<file path="src/rtl/key_load_pkg.sv">
package key_load_pkg;
  typedef enum logic [1:0] {
    TRK_IDLE = 2'd0,
    TRK_ASC  = 2'd1,
    TRK_DESC = 2'd2
  } trk_state_e;
endpackage

</file>
<file path="src/rtl/key_order_tracker.sv">
module key_order_tracker
  import key_load_pkg::*;
#(
  parameter int MAX_WORDS   = 8,
  parameter int SHORT_WORDS = 4,
  localparam int IDX_W      = $clog2(MAX_WORDS)
) (
  input  logic             clk_i,
  input  logic             rst_ni,
  input  logic             wr_en_i,
  input  logic [IDX_W-1:0] wr_idx_i,
  input  logic             key_size_i,
  output logic             order_err_o,
  output logic             seq_done_o
);
  trk_state_e       state_q, state_d, cur_state;
  logic [IDX_W-1:0] next_q, next_d;
  logic             size_q, size_d;
  logic [IDX_W-1:0] last_idx;
  logic             size_changed;

  assign last_idx     = key_size_i ? IDX_W'(MAX_WORDS - 1) : IDX_W'(SHORT_WORDS - 1);
  // a size change drops a partial load silently
  assign size_changed = (state_q != TRK_IDLE) && (key_size_i != size_q);
  assign cur_state    = size_changed ? TRK_IDLE : state_q;

  always_comb begin
    state_d     = cur_state;
    next_d      = next_q;
    size_d      = size_q;
    order_err_o = 1'b0;
    seq_done_o  = 1'b0;
    if (wr_en_i) begin
      unique case (cur_state)
        TRK_IDLE: begin
          size_d = key_size_i;
          if (wr_idx_i == '0) begin
            state_d = TRK_ASC;
            next_d  = IDX_W'(1);
          end else if (wr_idx_i == last_idx) begin
            state_d = TRK_DESC;
            next_d  = last_idx - IDX_W'(1);
          end else begin
            order_err_o = 1'b1;
          end
        end
        TRK_ASC: begin
          if (wr_idx_i != next_q) begin
            order_err_o = 1'b1;
            state_d     = TRK_IDLE;
          end else if (wr_idx_i == last_idx) begin
            seq_done_o = 1'b1;
            state_d    = TRK_IDLE;
          end else begin
            next_d = next_q + IDX_W'(1);
          end
        end
        TRK_DESC: begin
          if (wr_idx_i != next_q) begin
            order_err_o = 1'b1;
            state_d     = TRK_IDLE;
          end else if (wr_idx_i == '0) begin
            seq_done_o = 1'b1;
            state_d    = TRK_IDLE;
          end else begin
            next_d = next_q - IDX_W'(1);
          end
        end
        default: begin
          state_d = TRK_IDLE;
        end
      endcase
    end
  end

  always_ff @(posedge clk_i or negedge rst_ni) begin
    if (!rst_ni) begin
      state_q <= TRK_IDLE;
      next_q  <= '0;
      size_q  <= 1'b0;
    end else begin
      state_q <= state_d;
      next_q  <= next_d;
      size_q  <= size_d;
    end
  end
endmodule

</file>
<file path="config.mk">
export PLATFORM = sky130hd
export DESIGN_NAME = key_order_tracker
export DESIGN_NICKNAME = d
export VERILOG_FILES = /design/src/rtl/key_load_pkg.sv /design/src/rtl/key_order_tracker.sv
export SDC_FILE = /design/constraint.sdc
export NUM_CORES = 1
export LEC_CHECK = 0
export ABC_CLOCK_PERIOD_IN_PS = 3000
export BUFFER_PORTS_ARGS = -buffer_cell sky130_fd_sc_hd__clkbuf_2
export CAP_MARGIN = 10
export CORE_AREA = 2 2 39 41
export DETAILED_ROUTE_END_ITERATION = 16
export DIE_AREA = 0 0 41 43
export PLACE_DENSITY_LB_ADDON = 0.2
export SYNTH_ARGS = -nofsm -noshare
export SYNTH_HDL_FRONTEND = slang
export SYNTH_SLANG_ARGS = --single-unit
</file>
<file path="constraint.sdc">
create_clock -name clk_i -period 3 [get_ports clk_i]
set_clock_uncertainty 0.2 [all_clocks]
set_input_delay 0.6 -clock clk_i [delete_from_list [all_inputs] [get_ports clk_i]]
set_output_delay 0.6 -clock clk_i [all_outputs]
set_load 0.02 [all_outputs]
</file>
==> results of run 1 <==
-- critical path, stage by stage --
cell       delay, ns
clkbuf_2        0.10
xnor2_1         0.21
nand2_1         0.16
inv_1           0.11
ha_1            0.17
nand3_1         0.09
a2bb2oi_2       0.15
nor4b_2         0.25
buf_2           0.21
-- per-layer routing --
metal	vias up	share of wire (%)
met5	-	0
met3	2	2.3
met4	0	0.79
li1	280	-
met1	257	49
met2	7	48
-- cell usage after synthesis, types with 3 or more instances --
cell type,n,share of area (%)
ha_1,6,13
inv_1,5,3.2
nor2_1,3,1.9
nor3_1,3,2.5
dfrtp_1,6,25
a21oi_1,4,3.4
xnor2_1,4,5.9
nand3_1,5,4.2
nand2_1,7,4.4
-- worst paths after layout --
path | startpoint | endpoint | slack (ns)
worst max register to register | size_q | next_q[2] | 0.61
worst min register to register | size_q | size_q | 0.33
worst max-delay path | key_size_i | seq_done_o | 0.14
worst min-delay path | size_q | size_q | 0.33
min in group asynchronous | rst_ni | next_q[2] | 0.51
max in group asynchronous | rst_ni | size_q | 1.94
-- cells by family after synthesis --
group	count (synthesis)
flops	6
buf+inv	6
xor+xnor	6
fa+ha+maj	6
compound gates	17
mux	2
simple gates	26
-- registers in the layout, indices dropped and copies added (netlist names) --
name,flops
next_q,3
state_q,2
size_q,1
-- cells in the final DEF, fill, tap and decap left out, types with 2 or more instances in the layout --
cell      synthesis  routed
xor2_1            2       2
xnor2_1           4       4
clkbuf_4          0       3
a31oi_1           2       2
dfrtp_1           6       6
nor3_1            3       3
o21ai_1           2       2
a22oi_1           2       2
nand3_1           5       5
ha_1              6       6
a21oi_1           4       4
clkbuf_2          0       7
buf_4             0       4
inv_1             5       5
nor2_1            3       3
nand2_1           7       7
-- cell type report --
type	instances	area (um^2)
Multi-Input combinational cell	57	417
Inverter	5	18.8
Tap cell	16	20.0
Fill cell	134	676
Clock buffer	3	22.5
Timing Repair Buffer	13	80.1
Sequential cell	6	150
-- what timing repair did --
action                                 in CTS  in global routing
resized for setup                           0                  1
setup endpoints to repair                   0                  1
endpoints found under the hold margin       6                  0
hold buffers                                1                  0
-- stage by stage --
| stage | hold WS, ns | power, W | cells | instance area [um^2] |
|---|---|---|---|---|
| after floorplan | 0.104 | 0.000279 | 69 | 597 |
| after global placement | 0.228 | 0.000328 | 96 | 676 |
| after detailed placement | 0.230 | 0.000330 | 96 | 676 |
| after CTS | 0.341 | 0.000407 | 100 | 708 |
| after global routing | 0.351 | 0.000442 | 100 | 708 |
| final | 0.334 | 0.000400 | 100 | 708 |
-- power groups by stage --
| stage | clock network, W | registers (W) | logic (W) |
|---|---|---|---|
| 2_1_floorplan | 0 | 0.000131 | 0.000147 |
| 3_3_place_gp | 0 | 0.000139 | 0.000189 |
| 3_5_place_dp | 0 | 0.000137 | 0.000193 |
| 6_report | 0.0000704 | 0.000136 | 0.000193 |
| 5_1_grt | 0.0000820 | 0.000140 | 0.000220 |
| 4_1_cts | 0.0000758 | 0.000136 | 0.000195 |
==> summary.md, run 1 <==
| Metric | Value |
|---|---|
| Routed wire length | between 1 and 1.5 mm |
| Distinct cells, synth | 31 |
| Cell area after synthesis | 591 um^2 |
| Die Ht | between 40 and 50 um |
| Worst-case reg-to-reg path depth | 10 |
| Mapped Nets | just over 80 |
| Buffer count from post-CTS setup fixing | 0 |
| Largest net degree at the start of global routing | 8 |
| Syn avg cell area | between 8 and 9 um^2 |
| Yosys warning total | 0 |
| Worst hold path class | reg2reg |
| Final Hold Vio Count | 0 |
| DRC viols | 0 |
| Post-Synth Simple-Gate Area | about a quarter |
| Slew Limit Fails | 0 |
| Switching share of power | between 30% and 40% |
| FFs w/ async S/R, synth | 100% |
| Post-synthesis sequential area ratio | 25.4% |
| Busiest layer in global routing | met2 |
| Clock share of power | about 18% |
| Final worst slack | between 0.1 and 0.15 ns |
| FF+latch count, synth | 6 |
| Crit end category | primary output |
| Final core utilization | roughly half |
| DR pass1 iterations | 2 |
| DP HPWL | 1.05 mm |
| Clk slew on worst S/H paths | roughly 0.040 ns |
| P_leak | around 0.34 nW |
| Post-Synth Adder-Cell Area | between 10% and 20% |
| Crit path max fanout | 4 |
| Gr usage total | 17.4% |
| CTS tree | built |
| Grt met3 use | 1.57% |
| Syn-to-layout area delta | 19.9% |
| NetSw | 0.000158 W |
| Initial core utilization | between 40% and 50% |
| Sequential share of power | about 34% |
| Maxcap violations | 0 |
| Pre-CTS setup slack | between 0.15 and 0.2 ns |
| DR WL/cell | 12.7 um |
| Critical Path RT | 2.20 ns |
| Met1 usage | between 20 and 25% |
| Initial antenna violation count | 0 |
| Clock root buffer | clkbuf_4 |
| Gate Count Post-Synth | 69 |
| Synth Area in Compound Gates | between 20% and 30% |
| Die width | ~40 um |
| Routing usage on met2 | about 28% |
| Worst slew margin relative to its limit | 76.0% |
| Die ar. | 1760 um^2 |
| Unrepaired setup endpoints after global routing | false |
| Global-route wire length before repair | approximately 2.1 mm |
| N_diodes | 0 |
| Outcome | finished, final reports clean |
| Post-DRT Antenna Nets | 0 |
| 1st-iter DRT viols | 6 |
| Min Tclk post-route | between 2 and 3 ns |
| Number of global-route vias before repair | 513 |
| Number of flops mapped to enable cells by yosys | 0 |
| Port bufs | 8 |
| Crit Path Class | in2out |
| Grt total ovfl | 0 |
| Later-pin clock latency in the skew report | 0.24 ns |
| Number of buffers created by CTS | 3 |
| Startpoint Class | input port |
| PwrDens | approximately 560 nW/um^2 |
| Max Freq | between 0.3 and 0.4 GHz |
| # setup viols final | 0 |
| DR vias | between 500 and 600 |
| WP data arrival | approximately 2.1 ns |
| Routability cong. | roughly 0.8 |
| IO Pins | 9 |
| Net count, final | 99 |
| Total Negative Setup Slacks | 0 ns |
| Mux cell area share after synthesis | 3.60% |
| Post-Synth XOR/XNOR Area | under 10% |
| Worst-Margin Slew | around 0.36 ns |
| Share of cells above drive strength 1 | roughly a quarter |
| CTS Sinks | 6 |
| Ys flop type | dfrtp_1 |
| Peak supply drop | 0.364 mV |
| Post-route clock period utilization | between 90% and 100% |
| Internal | 0.000242 W |
| Vias per Instance | ~5.5 |
| Clock tree buffer depth | 2 |
| H-tree depth | 1 |
| Core footprint | 1380 um^2 |
| Worst Hold Path Cells | 1 |
| Main combinational cell family by area after synthesis | simple AND/OR/NAND/NOR gates |
| Rows | 14 |
| Logic gate share of total power | 48.4% |
No activity file was read; power rests on OpenSTA's default activity.
==> run 2, diff against run 1 <==
==> constraint.sdc (replaced) <==
create_clock -name clk_i -period 3 [get_ports clk_i]
set_clock_uncertainty 0.2 [all_clocks]
set_input_delay 0.6 -clock clk_i [delete_from_list [all_inputs] [get_ports clk_i]]
set_output_delay 0.6 -clock clk_i [all_outputs]
set_load 0.05 [all_outputs]
==> run 2 against run 1 <==
Compared with the run above:
- design area grew 3.7%
- sequential power is essentially flat
- clock power shrank 3.1%
- critical path depth is the same
- register-to-register slack gained 0.02 ns
- sequential cell count is the same
- fmax shrank 1.4%
- non-clock buffer count grew 2
- hold slack lost 0.0057 ns
- worst setup slack lost 0.041 ns
- via count grew 2.4%
==> summary.md, run 2 (same netlist as run 1, synthesis figures left out) <==
| Metric | Value |
|---|---|
| Total Negative Setup Slacks | 0 ns (unchanged) |
| Final Hold Vio Count | 0 (unchanged) |
| Crit path cell chain | clkbuf_2 -> xnor2_1 -> nand2_1 -> buf_4 -> ha_1 -> inv_1 -> nand2_1 -> a21oi_1 -> clkbuf_2 |
| Met1 usage | 21.9% (+0.40 points) |
| Worst hold path class | reg2reg |
| Share of cells above drive strength 1 | 25.6% (+1.8 points) |
| Global-route wire length before repair | 2.15 mm (+2.6%) |
| Busiest layer in global routing | met2 |
| CTS tree | built |
| Crit Path Class | in2out |
| DR WL/cell | 13.0 um (+2.8%) |
| Clock root buffer | clkbuf_4 |
| Most frequent cells in the layout | nand2_1, clkbuf_2, ha_1, dfrtp_1, buf_4 |
| Pre-CTS setup slack | 0.0584 ns (-0.0954 ns) |
| PwrDens | 568 nW/um^2 (+0.61%) |
| DR vias | 559 (+2.4%) |
| N_diodes | 0 (unchanged) |
| Final worst slack | 0.0973 ns (-0.0408 ns) |
| DP HPWL | 1.09 mm (+4.5%) |
| H-tree depth | 1 (unchanged) |
| Die width | 41 um (unchanged) |
| Min Tclk post-route | 2.90 ns (+0.0408 ns) |
| Die ar. | 1760 um^2 (unchanged) |
| Later-pin clock latency in the skew report | 0.23 ns (about the same) |
| Port bufs | 8 (unchanged) |
| Worst-Margin Slew | 0.371 ns (+0.0122 ns) |
| Crit path max fanout | 6 (+2) |
| DRC viols | 0 (unchanged) |
| Largest net degree at the start of global routing | 8 (unchanged) |
| Post-DRT Antenna Nets | 0 (unchanged) |
| Initial core utilization | 42.7% (unchanged) |
| Die Ht | 43 um (unchanged) |
| Delay of the slowest critical-path stage | 0.35 ns (+0.10 ns) |
| Clk slew on worst S/H paths | 0.04 ns (about the same) |
| Routed wire length | 1.33 mm (+4.8%) |
| Core footprint | 1380 um^2 (unchanged) |
| IO Pins | 9 (unchanged) |
| Syn-to-layout area delta | 24.4% |
| DR pass1 iterations | 2 (unchanged) |
| Gr usage total | 18.3% (+0.93 points) |
| Maxcap violations | 0 (unchanged) |
| Routing usage on met2 | 30.3% (+2.5 points) |
| Grt met3 use | 3.14% (+1.6 points) |
| Critical Path RT | 2.20 ns (about the same) |
| Outcome | finished, final reports clean |
| Startpoint Class | input port |
| Number of global-route vias before repair | 541 (+5.5%) |
| Peak supply drop | 0.368 mV (+0.89%) |
| Vias per Instance | 5.48 (+0.37%) |
| Buffer count from post-CTS setup fixing | 0 (unchanged) |
| Placed Cells | 98 (+2.1%) |
| Largest register FFs | 3 (unchanged) |
| Grt total ovfl | 0 (unchanged) |
| # setup viols final | 0 (unchanged) |
| Max Freq | 0.345 GHz (-1.4%) |
| Power Total | 0.000417 W (+4.3%) |
| P_leak | 0.356 nW (+5.8%) |
| Net count, final | 101 (+2.0%) |
| Worst slew margin relative to its limit | 75.2% (-0.82 points) |
| Rows | 14 (unchanged) |
| CTS Sinks | 6 (unchanged) |
| Post-route clock period utilization | 96.8% (+1.4 points) |
| Most flops, register | next_q |
| Final std cells w/o fill | 102 (+2.0%) |
| Slew Limit Fails | 0 (unchanged) |
| 1st-iter DRT viols | 7 (+1) |
| WP data arrival | 2.10 ns (+0.04 ns) |
| Crit end category | primary output |
| Initial antenna violation count | 0 (unchanged) |
| Unrepaired setup endpoints after global routing | false |
| Largest registers | next_q: 3 flops, state_q: 2 flops, size_q: 1 flops |
| Routability cong. | 0.734 (-8.3%) |
| Fill cells | 139 (+3.7%) |
| Clock tree buffer depth | 2 (unchanged) |
| Worst path slowest cell | ha_1 |
| Number of buffers created by CTS | 3 (unchanged) |
run 2: cell count changes in the layout (fill, tap and decap cells not counted):
cell      previous run  this run
buf_2                1         0
buf_4                4         6
clkbuf_4             3         4
nor4b_2              1         0
nor4b_4              0         1
run 2: timing repair:
action	CTS	global route
endpoints found under the setup margin	0	1
hold buffers	1	0
endpoints found under the hold margin	6	0
gates resized for setup	0	2
run 2: through the flow:
| stage | util, % | hold WS [ns] | area, um^2 |
|---|---|---|---|
| floorplan | - | 0.104 | 606 |
| global placement | 50.5 | 0.228 | 699 |
| detailed placement | 50.5 | 0.230 | 699 |
| CTS | 52.9 | 0.333 | 732 |
| global route | 53.1 | 0.363 | 734 |
| finish | 53.1 | 0.329 | 734 |
run 2: metal layers:
metal / up-vias / wire, um
met5: - / 0
met4: 0 / 0
met3: 0 / 34
met2: 9 / 666
met1: 265 / 628
li1: 285 / -
run 2: report_power, final:
part | switching (W) | internal [W] | leakage [nW] | total, W
sequential | 0.0000286 | 0.000108 | 0.0750 | 0.000137
combinational | 0.000116 | 0.0000956 | 0.268 | 0.000212
clock | 0.0000234 | 0.0000449 | 0.0138 | 0.0000682
total | 0.000168 | 0.000249 | 0.356 | 0.000417
run 2: final timing paths:
kind | from | to | slack [ns] | depth (start not counted)
worst max-delay path | key_size_i | order_err_o | 0.1 | 9
worst min-delay path | size_q | size_q | 0.33 | 1
worst max register to register | size_q | next_q[2] | 0.63 | 10
worst min register to register | size_q | size_q | 0.33 | 1
max in group asynchronous | rst_ni | state_q[1] | 1.93 | 2
min in group asynchronous | rst_ni | next_q[2] | 0.52 | 2
run 2: cell type report:
class / count / area [um^2] / share of cell area (%)
flip-flops and latches: 6 / 150 / 20.4
multi-input cells: 57 / 425 / 57.9
well taps: 16 / 20.0 / 2.73
inverters: 5 / 18.8 / 2.56
clock buffers: 3 / 22.5 / 3.07
repair buffers: 15 / 97.6 / 13.3
run 2: worst max-delay path, delay by kind of cell:
family,cells,cell delay [ns]
AOI/OAI and AO/OA,1,0.15
xor gates and xnor gates,1,0.19
buffers and inverters,4,0.65
and+or+nand+nor,2,0.16
adders and majority gates,1,0.35
==> run 3, diff against run 2 <==
--- a/config.mk
+++ b/config.mk
@@ -12,6 +12,7 @@
 export DETAILED_ROUTE_END_ITERATION = 16
 export DIE_AREA = 0 0 41 43
 export PLACE_DENSITY_LB_ADDON = 0.2
+export SETUP_SLACK_MARGIN = 0.15
 export SYNTH_ARGS = -nofsm -noshare
 export SYNTH_HDL_FRONTEND = slang
 export SYNTH_SLANG_ARGS = --single-unit
==> run 3 against run 2 <==
Compared with the run above:
- combinational power rose by 4%
- global-route usage is 2.1 points higher
- register-to-register slack worse by 0.03 ns
- critical endpoint is now seq_done_o
- sequential power hardly changed
- clock-buffer cell count unchanged
- largest power group unchanged
- highest routed layer is now met4
- first-iteration DRC count up 14%
==> summary.md, run 3 (same netlist as run 1, synthesis figures left out) <==
| Metric | Value |
|---|---|
| Area of placed instances | 696 um^2 (-0.54%) |
| Clock root buffer | clkbuf_4 |
| DR vias | 574 (+2.7%) |
| N_diodes | 0 (unchanged) |
| Commonest non-fill, non-tap cell in the layout | buf_4 |
| Final core utilization | 57.0% (+3.9 points) |
| Final worst slack | 0.251 ns (+0.154 ns) |
| Crit Path Class | in2out |
| Routed wire length | 1.41 mm (+6.1%) |
| Grt total ovfl | 0 (unchanged) |
| Rows | 14 (unchanged) |
| Syn-to-layout area delta | 33.5% |
| Core footprint | 1380 um^2 (unchanged) |
| Fill cells | 129 (-7.2%) |
| Pre-CTS setup slack | 0.0250 ns (-0.0334 ns) |
| Slew Limit Fails | 0 (unchanged) |
| Clk slew on worst S/H paths | 0.05 ns (about the same) |
| DP HPWL | 1.11 mm (+1.8%) |
| Worst-Margin Slew | 0.363 ns (-0.00793 ns) |
| Startpoint Class | input port |
| Number of global-route vias before repair | 539 (-0.37%) |
| Vias per Instance | 5.52 (+0.71%) |
| Multi-input gate area | 454 um^2 (+6.8%) |
| Global-route wire length before repair | 2.39 mm (+11%) |
| H-tree depth | 1 (unchanged) |
| Critical Path RT | 2.20 ns (about the same) |
| Worst slew margin relative to its limit | 75.7% (+0.53 points) |
| Largest registers | next_q: 3 flops, state_q: 2 flops, size_q: 1 flops |
| Clock tree buffer depth | 2 (unchanged) |
| # setup viols final | 0 (unchanged) |
| Most frequent cells in the layout | buf_4, nand2_1, clkbuf_2, dfrtp_1, nand3_1 |
| Peak supply drop | 0.403 mV (+9.7%) |
| Post-route clock period utilization | 91.6% (-5.1 points) |
| Total Negative Setup Slacks | 0 ns (unchanged) |
| Unrepaired setup endpoints after global routing | false |
| Number of buffers created by CTS | 3 (unchanged) |
| Post-DRT Antenna Nets | 0 (unchanged) |
| Port bufs | 8 (unchanged) |
| Largest register FFs | 3 (unchanged) |
| Maxcap violations | 0 (unchanged) |
| Crit end category | primary output |
| Design Area, Final | 788 um^2 (+7.3%) |
| Final Hold Vio Count | 0 (unchanged) |
| DR WL/cell | 13.6 um (+4.1%) |
| 1st-iter DRT viols | 8 (+1) |
| Worst hold path class | reg2reg |
| PwrDens | 561 nW/um^2 (-1.1%) |
| Outcome | finished, final reports clean |
| WP data arrival | 1.95 ns (-0.15 ns) |
| Initial antenna violation count | 0 (unchanged) |
| Share of cells above drive strength 1 | 35.2% (+9.6 points) |
| DRC viols | 0 (unchanged) |
| Power Total | 0.000442 W (+6.1%) |
| Gr usage total | 20.5% (+2.1 points) |
| DR pass1 iterations | 4 (+2) |
| Crit path max fanout | 2 (-4) |
| Initial core utilization | 42.7% (unchanged) |
| Die ar. | 1760 um^2 (unchanged) |
| CTS tree | built |
| Largest net degree at the start of global routing | 8 (unchanged) |
| Die width | 41 um (unchanged) |
| Later-pin clock latency in the skew report | 0.25 ns (+0.02 ns) |
| CTS Sinks | 6 (unchanged) |
| Min Tclk post-route | 2.75 ns (-0.154 ns) |
| P_leak | 0.373 nW (+4.8%) |
| Die Ht | 43 um (unchanged) |
| Most flops, register | next_q |
| Routability cong. | 0.801 (+9.1%) |
| Net count, final | 103 (+2.0%) |
| Max Freq | 0.364 GHz (+5.6%) |
| Reg area | 150 um^2 (unchanged) |
| IO Pins | 9 (unchanged) |
## run 3: per-layer routing
layer	up-vias	track usage, %	wire (um)
li1	290	-	-
met1	269	25.5	611
met2	10	31.6	728
met3	5	4.71	41
met4	0	10.0	29
met5	-	0	0
## run 3: where the power goes
group / internal (W) / switching [W] / leakage, nW
sequential: 0.000108 / 0.0000312 / 0.0750
combinational: 0.000104 / 0.000117 / 0.285
clock: 0.0000457 / 0.0000361 / 0.0138
total: 0.000258 / 0.000184 / 0.373
## run 3: critical path: stages
cell and delay, ns:
clkbuf_2 0.11, xnor2_2 0.13, and2_4 0.14, inv_2 0.07, ha_4 0.13, nand3_1 0.09
a2bb2oi_2 0.16, nor4b_4 0.32, buf_8 0.18
## run 3: area by class of cell
cell class,count,area share [%]
multi-input cells,57,57.6
flip-flops and latches,6,19.0
repair buffers,17,15.6
clock buffers,3,2.86
well taps,16,2.54
inverters,5,2.38
## run 3: what timing repair did
action,CTS,global route
pin swaps,0,4
hold endpoints to repair,6,0
gates resized for setup,4,8
setup buffers,0,3
hold buffers,1,0
endpoints found under the setup margin,2,2
## run 3: metrics by stage
stage / hold slack [ns] / std cells
after floorplan: 0.104 / 69
after global placement: 0.242 / 97
after detailed placement: 0.244 / 97
after CTS: 0.336 / 101
after global routing: 0.373 / 104
final: 0.347 / 104
## run 3: path summary, 6_finish.rpt
check | cells past startpoint | slack [ns] | endpoint | from
setup / recovery | 9 | 0.25 | seq_done_o | key_size_i
hold / removal | 1 | 0.35 | next_q[0] | next_q[0]
setup reg to reg | 12 | 0.60 | next_q[2] | size_q
hold reg to reg | 1 | 0.35 | next_q[0] | next_q[0]
max in group asynchronous | 2 | 1.92 | next_q[1] | rst_ni
min in group asynchronous | 2 | 0.52 | state_q[0] | rst_ni
